**src/rtl/ser_pkg.sv**
```systemverilog
// Shared types for the serial result port.
// Assumes: nothing beyond the package itself.
package ser_pkg;

    // Static configuration pins, gathered in one place for the top level.
    typedef struct packed {
        logic slave;
        logic rd_during;
        logic pol;
        logic inv;
    } port_cfg_t;

endpackage

```
**src/rtl/ser_sync.sv**
```systemverilog
// Level synchroniser: a chain of STAGES flops that brings an asynchronous pin
// into the clk domain.
// Assumes: the pin is slow relative to clk (held for at least two cycles).
module ser_sync #(
    parameter int STAGES = 2
) (
    input  logic clk,
    input  logic rst_n,
    input  logic d_i,
    output logic q_o
);
    logic [STAGES-1:0] ff;

    generate
        if (STAGES == 1) begin : g_one
            // Single-flop variant.
            always_ff @(posedge clk) begin
                if (!rst_n) ff <= '0;
                else        ff <= d_i;
            end
        end else begin : g_chain
            // Shift the pin through the flop chain.
            always_ff @(posedge clk) begin
                if (!rst_n) ff <= '0;
                else        ff <= {ff[STAGES-2:0], d_i};
            end
        end
    endgenerate

    assign q_o = ff[STAGES-1];
endmodule

```
**src/rtl/ser_master_seq.sv**
```systemverilog
// Master sequencer: makes the internal serial clock (half period 2^div cycles)
// and shifts a word out MSB first, one bit per internal clock period.
// Assumes: start_i is raised only while active_o is low.
module ser_master_seq #(
    parameter int WORD_W = 18,
    parameter int DIV_W  = 2
) (
    input  logic              clk,
    input  logic              rst_n,
    input  logic              start_i,
    input  logic [WORD_W-1:0] word_i,
    input  logic [DIV_W-1:0]  div_i,
    output logic              active_o,
    output logic              sclk_raw_o,
    output logic              bit_o
);
    localparam int HALF_MAX = 1 << ((1 << DIV_W) - 1);
    localparam int CNT_W    = (HALF_MAX > 1) ? $clog2(HALF_MAX) : 1;
    localparam int BIT_W    = $clog2(WORD_W);

    logic              active, half;
    logic [CNT_W-1:0]  ph_cnt;
    logic [BIT_W-1:0]  bit_cnt;
    logic [WORD_W-1:0] sr;
    logic [DIV_W-1:0]  div_q;
    logic [CNT_W:0]    h_len, h_last;
    logic              ph_end, last_bit;

    // Decode the end of a half period and the last bit.
    always_comb begin
        h_len    = (CNT_W+1)'(1) << div_q;
        h_last   = h_len - (CNT_W+1)'(1);
        ph_end   = ({1'b0, ph_cnt} == h_last);
        last_bit = (bit_cnt == BIT_W'(WORD_W-1));
    end

    // Phase counter, clock level, bit counter and shift register.
    always_ff @(posedge clk) begin
        if (!rst_n) begin
            active  <= 1'b0;
            half    <= 1'b0;
            ph_cnt  <= '0;
            bit_cnt <= '0;
            sr      <= '0;
            div_q   <= '0;
        end else if (start_i) begin
            active  <= 1'b1;
            half    <= 1'b0;
            ph_cnt  <= '0;
            bit_cnt <= '0;
            sr      <= word_i;
            div_q   <= div_i;
        end else if (active) begin
            if (ph_end) begin
                ph_cnt <= '0;
                half   <= ~half;
                if (half) begin
                    sr      <= {sr[WORD_W-2:0], 1'b0};
                    bit_cnt <= bit_cnt + 1'b1;
                    if (last_bit) active <= 1'b0;
                end
            end else begin
                ph_cnt <= ph_cnt + 1'b1;
            end
        end
    end

    assign active_o   = active;
    assign sclk_raw_o = active & half;
    assign bit_o      = sr[WORD_W-1];
endmodule

```
**src/rtl/ser_slave_seq.sv**
```systemverilog
// Slave sequencer: synchronises the external clock and serial input, finds
// active edges, loads a pending result, shifts it out with daisy-chain data
// behind it and flags reads that a new result cuts short.
// Assumes: sclk_i and sdin_i hold each level for at least two clk cycles.
module ser_slave_seq #(
    parameter int WORD_W      = 18,
    parameter int SYNC_STAGES = 2
) (
    input  logic              clk,
    input  logic              rst_n,
    input  logic              enable_i,
    input  logic              inv_i,
    input  logic              sclk_i,
    input  logic              sdin_i,
    input  logic              done_i,
    input  logic [WORD_W-1:0] word_i,
    output logic              sdout_o,
    output logic              err_o
);
    localparam int CNT_W = $clog2(WORD_W + 1);

    logic             sclk_s, sclk_d, sdin_s, act_edge;
    logic             pending, active, err;
    logic [CNT_W-1:0] cnt;
    logic [WORD_W:0]  sr;

    ser_sync #(.STAGES(SYNC_STAGES)) u_sclk_sync (
        .clk(clk), .rst_n(rst_n), .d_i(sclk_i), .q_o(sclk_s));
    ser_sync #(.STAGES(SYNC_STAGES)) u_sdin_sync (
        .clk(clk), .rst_n(rst_n), .d_i(sdin_i), .q_o(sdin_s));

    // Previous synchronised clock level for edge detection.
    always_ff @(posedge clk) begin
        if (!rst_n) sclk_d <= 1'b0;
        else        sclk_d <= sclk_s;
    end

    // Active edge: the rising edge of the clock after optional inversion.
    assign act_edge = enable_i & (sclk_s ^ inv_i) & ~(sclk_d ^ inv_i);

    // Read control, daisy shift register and error pulse.
    always_ff @(posedge clk) begin
        if (!rst_n) begin
            pending <= 1'b0;
            active  <= 1'b0;
            cnt     <= '0;
            sr      <= '0;
            err     <= 1'b0;
        end else begin
            err <= 1'b0;
            if (!enable_i) begin
                pending <= 1'b0;
                active  <= 1'b0;
            end else if (done_i) begin
                pending <= 1'b1;
                if (active) begin
                    err    <= 1'b1;
                    active <= 1'b0;
                end
            end else if (act_edge) begin
                if (pending) begin
                    sr      <= {word_i, sdin_s};
                    pending <= 1'b0;
                    active  <= 1'b1;
                    cnt     <= CNT_W'(1);
                end else begin
                    sr <= {sr[WORD_W-1:0], sdin_s};
                    if (active) begin
                        cnt <= cnt + 1'b1;
                        if (cnt == CNT_W'(WORD_W-1)) active <= 1'b0;
                    end
                end
            end
        end
    end

    assign sdout_o = sr[WORD_W];
    assign err_o   = err;
endmodule

```
**src/rtl/ser_result_port.sv**
```systemverilog
// Serial result port top: stores conversion results, picks master or slave
// clocking, starts master reads and drives the serial pins.
// Assumes: mode and polarity pins change only while no read is running.
module ser_result_port #(
    parameter int WORD_W      = 18,
    parameter int DIV_W       = 2,
    parameter int SYNC_STAGES = 2
) (
    input  logic              clk,
    input  logic              rst_n,
    input  logic [WORD_W-1:0] result_i,
    input  logic              done_i,
    input  logic              busy_i,
    input  logic              slave_sel_i,
    input  logic              rd_during_i,
    input  logic [DIV_W-1:0]  div_i,
    input  logic              sync_pol_i,
    input  logic              clk_inv_i,
    input  logic              sclk_i,
    input  logic              sdin_i,
    output logic              sclk_o,
    output logic              sdout_o,
    output logic              fsync_o,
    output logic              rd_err_o
);
    import ser_pkg::*;

    port_cfg_t         cfg;
    logic [WORD_W-1:0] result_q;
    logic              busy_q, m_start, m_active, m_sclk, m_bit;
    logic [WORD_W-1:0] m_word;
    logic [DIV_W-1:0]  m_div;
    logic              s_sdout, s_err;

    assign cfg = '{slave: slave_sel_i, rd_during: rd_during_i,
                   pol: sync_pol_i, inv: clk_inv_i};

    // Result store and busy history for the read-during start.
    always_ff @(posedge clk) begin
        if (!rst_n) begin
            result_q <= '0;
            busy_q   <= 1'b0;
        end else begin
            if (done_i) result_q <= result_i;
            busy_q <= busy_i;
        end
    end

    // Master start condition, word source and effective divider.
    always_comb begin
        m_start = !cfg.slave && !m_active &&
                  (cfg.rd_during ? (busy_i && !busy_q) : done_i);
        m_word  = cfg.rd_during ? result_q : result_i;
        m_div   = cfg.rd_during ? '0 : div_i;
    end

    ser_master_seq #(.WORD_W(WORD_W), .DIV_W(DIV_W)) u_master (
        .clk(clk), .rst_n(rst_n), .start_i(m_start), .word_i(m_word),
        .div_i(m_div), .active_o(m_active), .sclk_raw_o(m_sclk), .bit_o(m_bit));

    ser_slave_seq #(.WORD_W(WORD_W), .SYNC_STAGES(SYNC_STAGES)) u_slave (
        .clk(clk), .rst_n(rst_n), .enable_i(cfg.slave), .inv_i(cfg.inv),
        .sclk_i(sclk_i), .sdin_i(sdin_i), .done_i(done_i), .word_i(result_q),
        .sdout_o(s_sdout), .err_o(s_err));

    // Pin multiplexing between master and slave paths.
    always_comb begin
        sdout_o  = cfg.slave ? s_sdout : (m_active & m_bit);
        fsync_o  = cfg.slave ? cfg.pol : (m_active ^ cfg.pol);
        sclk_o   = cfg.slave ? 1'b0 : (m_sclk ^ cfg.inv);
        rd_err_o = s_err;
    end
endmodule

```
**config.mk**
```make
export PLATFORM = sky130hd
export DESIGN_NAME = ser_result_port
export DESIGN_NICKNAME = d
export VERILOG_FILES = /design/src/rtl/ser_pkg.sv /design/src/rtl/ser_sync.sv /design/src/rtl/ser_master_seq.sv /design/src/rtl/ser_slave_seq.sv /design/src/rtl/ser_result_port.sv
export SDC_FILE = /design/constraint.sdc
export NUM_CORES = 1
export LEC_CHECK = 0
export ABC_AREA = 1
export CAP_MARGIN = 15
export CORE_MARGIN = 2
export CORE_UTILIZATION = 40
export CTS_CLUSTER_SIZE = 30
export DETAILED_ROUTE_END_ITERATION = 12
export PLACE_DENSITY = 0.69
export SYNTH_ARGS = -nofsm -noshare
export SYNTH_HDL_FRONTEND = slang
export SYNTH_SLANG_ARGS = --single-unit
```
**constraint.sdc**
```tcl
create_clock -name clk -period 1.8 [get_ports clk]
set_clock_uncertainty 0.2 [all_clocks]
set_input_delay 0.18 -clock clk [delete_from_list [all_inputs] [get_ports clk]]
set_output_delay 0.18 -clock clk [all_outputs]
set_load 0.005 [all_outputs]
```
==> results_tabular.tex <==
\begin{tabular}{lr}
\hline
Metric & Value \\
\hline
\multicolumn{2}{l}{\textbf{Final layout}} \\
Core Util, Final & 49.4\% \\
Layout fillers & 1024 \\
Number of nets in the final layout & 702 \\
Count of inserted antenna diode cells & 0 \\
Syn-to-layout area delta & 18.9\% \\
Layout cell share with drive strength beyond 1 & 9.39\% \\
Sequential cell area & 1630 µm² \\
Multi-input logic area & 2110 µm² \\
\multicolumn{2}{l}{\textbf{Synthesis}} \\
Syn Inst Count & 625 \\
Share of the synthesized area in the top cell type & 39.8\% \\
Most repeated cell in the gate-level netlist after synthesis & nand2\_1 \\
Average cell area after synthesis & 6.52 µm² \\
Biggest area contributors in the synthesized netlist & dfxtp\_1 40\%, nand2\_1 19\%, nor2\_1 11\% \\
Mapped cell area & 4080 µm² \\
EDFF count, synth & 0 \\
Total nets after synthesis & 660 \\
Share of async-settable or async-resettable flops after synthesis & 0\% \\
Synth Warn \# & 0 \\
Yosys reg bits & 81 \\
Most area-hungry cell type in the Yosys netlist & dfxtp\_1 \\
Most used DFF post-synth & dfxtp\_1 \\
Leading cell types by count after synthesis & 206 x nand2\_1, 116 x nor2\_1, 81 x dfxtp\_1 \\
Count of cell types in the netlist & 30 \\
Sequential cell area fraction in the yosys report & 39.8\% \\
\multicolumn{2}{l}{\textbf{Power and ir drop}} \\
Reported leakage power & 2.32 nW \\
Sw Pwr & 1.09 mW \\
Clock power frac & 31.8\% \\
Sw frac & 28.0\% \\
Combinational group share of total power & 17.7\% \\
Reg power frac & 50.5\% \\
Power density cells & 798 nW/µm² \\
Peak supply drop & 0.349 mV \\
Internal power component & 2.79 mW \\
\multicolumn{2}{l}{\textbf{STA}} \\
Fin. max-slew vios & 0 \\
Total count of hold-check failures in the final report & 0 \\
Fmax & 614 MHz \\
Final setup violation count & 0 \\
Unrepaired setup endpoints after global routing & no \\
Worst Max-Slew Pin Slew & 442 ps \\
Final setup slack of the worst path & 171 ps \\
Remaining max-slew budget at the tightest pin & 70.4\% \\
Min Clock Period, post-route & 1630 ps \\
Fraction of the cycle the final worst path needs & 90.5\% \\
\multicolumn{2}{l}{\textbf{CTS}} \\
Clock tree from TritonCTS & built \\
Worst skew pair latency & 350 ps \\
Cts bufs inserted & 9 \\
Maximum clock insertion buffer count & 2 \\
Clock edge transition at the registers on the reported setup and hold paths & 80 ps \\
Number of sinks on the clock net & 81 \\
CTS root buffer & clkbuf\_8 \\
CTS H-Tree Depth & 3 \\
\multicolumn{2}{l}{\textbf{Critical path}} \\
Data required time of the worst path & 1420 ps \\
Largest fanout on the critical path & 3 \\
Kind of critical path & reg -> out \\
Reg-to-reg critical path endpoint & u\_slave.cnt[4] \\
Worst r2r src & u\_slave.u\_sclk\_sync.ff[1] \\
Worst Setup Start Kind & flip-flop \\
Reg2Reg Setup Slack & 190 ps \\
Kind of capture point of the worst setup path & output port \\
Data arrival time at the worst-slack endpoint & 1250 ps \\
Number of cells on the worst reg-to-reg path & 7 \\
\multicolumn{2}{l}{\textbf{Drt}} \\
Detail-routed via count per cell & 4.69 \\
Remaining design rule violation count & 0 \\
Wire length after detailed routing & 9290 µm \\
Detailed-route via count & 3768 \\
1st-pass router iterations & 4 \\
Final ANT Viol Nets & 0 \\
Routed len/inst & 11.5 µm \\
First DRT Iteration DRCs & 214 \\
\multicolumn{2}{l}{\textbf{Outcome}} \\
Status & completed \\
\multicolumn{2}{l}{\textbf{Place}} \\
Final weighted congestion in routability-driven placement & 0.828 \\
Worst Setup Slack post-DPL & -189 ps \\
Detail Placement HPWL & 6630 µm \\
Number of buffers inserted by port buffering & 33 \\
\multicolumn{2}{l}{\textbf{GRT}} \\
Combined global-route utilization of all metal layers & 17.8\% \\
Vias in the first global route & 3462 \\
Pin count of the biggest net entering global routing & 54 \\
First-pass GRT wire length & 16200 µm \\
Antenna violations before repair & 0 \\
Global-route congestion overflow total & 0 \\
\multicolumn{2}{l}{\textbf{Floorplan}} \\
Die X-Extent & 105 µm \\
Full die area & 11000 µm² \\
Number of rows created at floorplan & 36 \\
Initial core utilization & 41.5\% \\
Number of placed I/O pins & 34 \\
Die Ht & 105 µm \\
Core footprint & 9820 µm² \\
\multicolumn{2}{l}{\textbf{Worst hold path}} \\
Hold Crit Depth & 3 \\
Endpoint of the worst hold-timing path & u\_slave.u\_sclk\_sync.ff[0] \\
Hold Path Origin & sclk\_i \\
Worst min-delay path category & in -> reg \\
\multicolumn{2}{l}{\textbf{Flow run}} \\
\# Max-Cap Violations & 0 \\
\hline
\end{tabular}
-- cell type report --
class                   instances  area share (%)
clock buffers                  12            3.41
clock inverters                 3           0.310
inverters                      48            3.82
multi-input cells             466            43.5
flip-flops and latches         81            33.5
well taps                     133            3.43
repair buffers                 61            12.1
-- kinds of logic after synthesis --
family,after synthesis,synth area share (%)
buf+inv,78,8.71
compound gates,68,8.96
simple gates,386,39.5
fa+ha+maj,5,1.53
flops,81,39.8
xor+xnor,7,1.50
-- how the worst max path moves through the flow --
stage,from,to
floorplan,u_master.active_o,u_master.sr[14]
global placement,slave_sel_i,sdout_o
detailed placement,slave_sel_i,sdout_o
CTS,u_master.active_o,sclk_o
global route,u_slave.u_sclk_sync.ff[1],u_slave.sr[17]
finish,u_master.half,sclk_o
-- per-layer routing --
metal  global-route usage [%]  vias up  wire length (µm)
met4                     7.14        0               132
met3                     3.12       10               311
li1                         -     2020                 -
met1                     23.7     1698              4560
met2                     28.6       40              4280
met5                        0        -                 0
-- critical path, cell delays in order (launching register included) --
cell and delay (ps):
dfxtp_1 370, nand2_1 100, o21ai_1 130, a21oi_1 50, dlygate4sd2_1 260
-- power by group through the flow --
stage	clock [mW]	sequential (mW)	combinational, mW
floorplan	0	1.98	0.468
global placement	0	1.99	0.652
detailed placement	0	2.00	0.667
CTS	1.27	1.95	0.670
global route	1.34	1.97	0.776
finish	1.23	1.96	0.685
-- layout by cell type (no fill, tap or decap), types with 5 or more instances in the layout --
cell and count:
a21oi_1 18, buf_4 23, clkbuf_8 12, clkdlybuf4s50_1 29, dfxtp_1 80, ha_1 5
inv_1 42, nand2_1 206, nand3_1 50, nor2_1 115, o21ai_0 43
-- state kept, by name (all words and copies together), names as in the netlist --
signal and flops:
result_q 18, u_master.bit_cnt 5, busy_q 1, u_master.half 1
u_slave.u_sclk_sync.ff 2, u_slave.err_o 1, u_slave.sr 19, u_slave.u_sdin_sync.ff 2
u_master.ph_cnt 3, u_master.div_q 2, u_master.active_o 1, u_slave.sclk_d 1
u_slave.cnt 5, u_master.sr 18, u_slave.pending 1, u_slave.active 1
-- metrics by stage --
stage | hold slack (ps) | std cells | power (mW) | cell area, µm² | setup TNS, ps
after floorplan | 73.5 | 625 | 2.44 | 4080 | 0
final | 152 | 804 | 3.87 | 4850 | 0
after global routing | 168 | 804 | 4.09 | 4850 | 0
after detailed placement | 201 | 787 | 2.66 | 4630 | -5290
after CTS | 145 | 803 | 3.90 | 4830 | 0
after global placement | 194 | 787 | 2.65 | 4630 | -3560
-- timing repair --
| item | in CTS | in global routing |
|---|---|---|
| endpoints found under the setup margin | 3 | 21 |
| buffers inserted | 0 | 1 |
| hold buffers | 1 | 0 |
| gates resized for setup | 8 | 2 |
| pin swaps | 0 | 1 |
| endpoints found under the hold margin | 6 | 0 |
| cloned | 0 | 0 |
(Power assumes the default switching activity.)
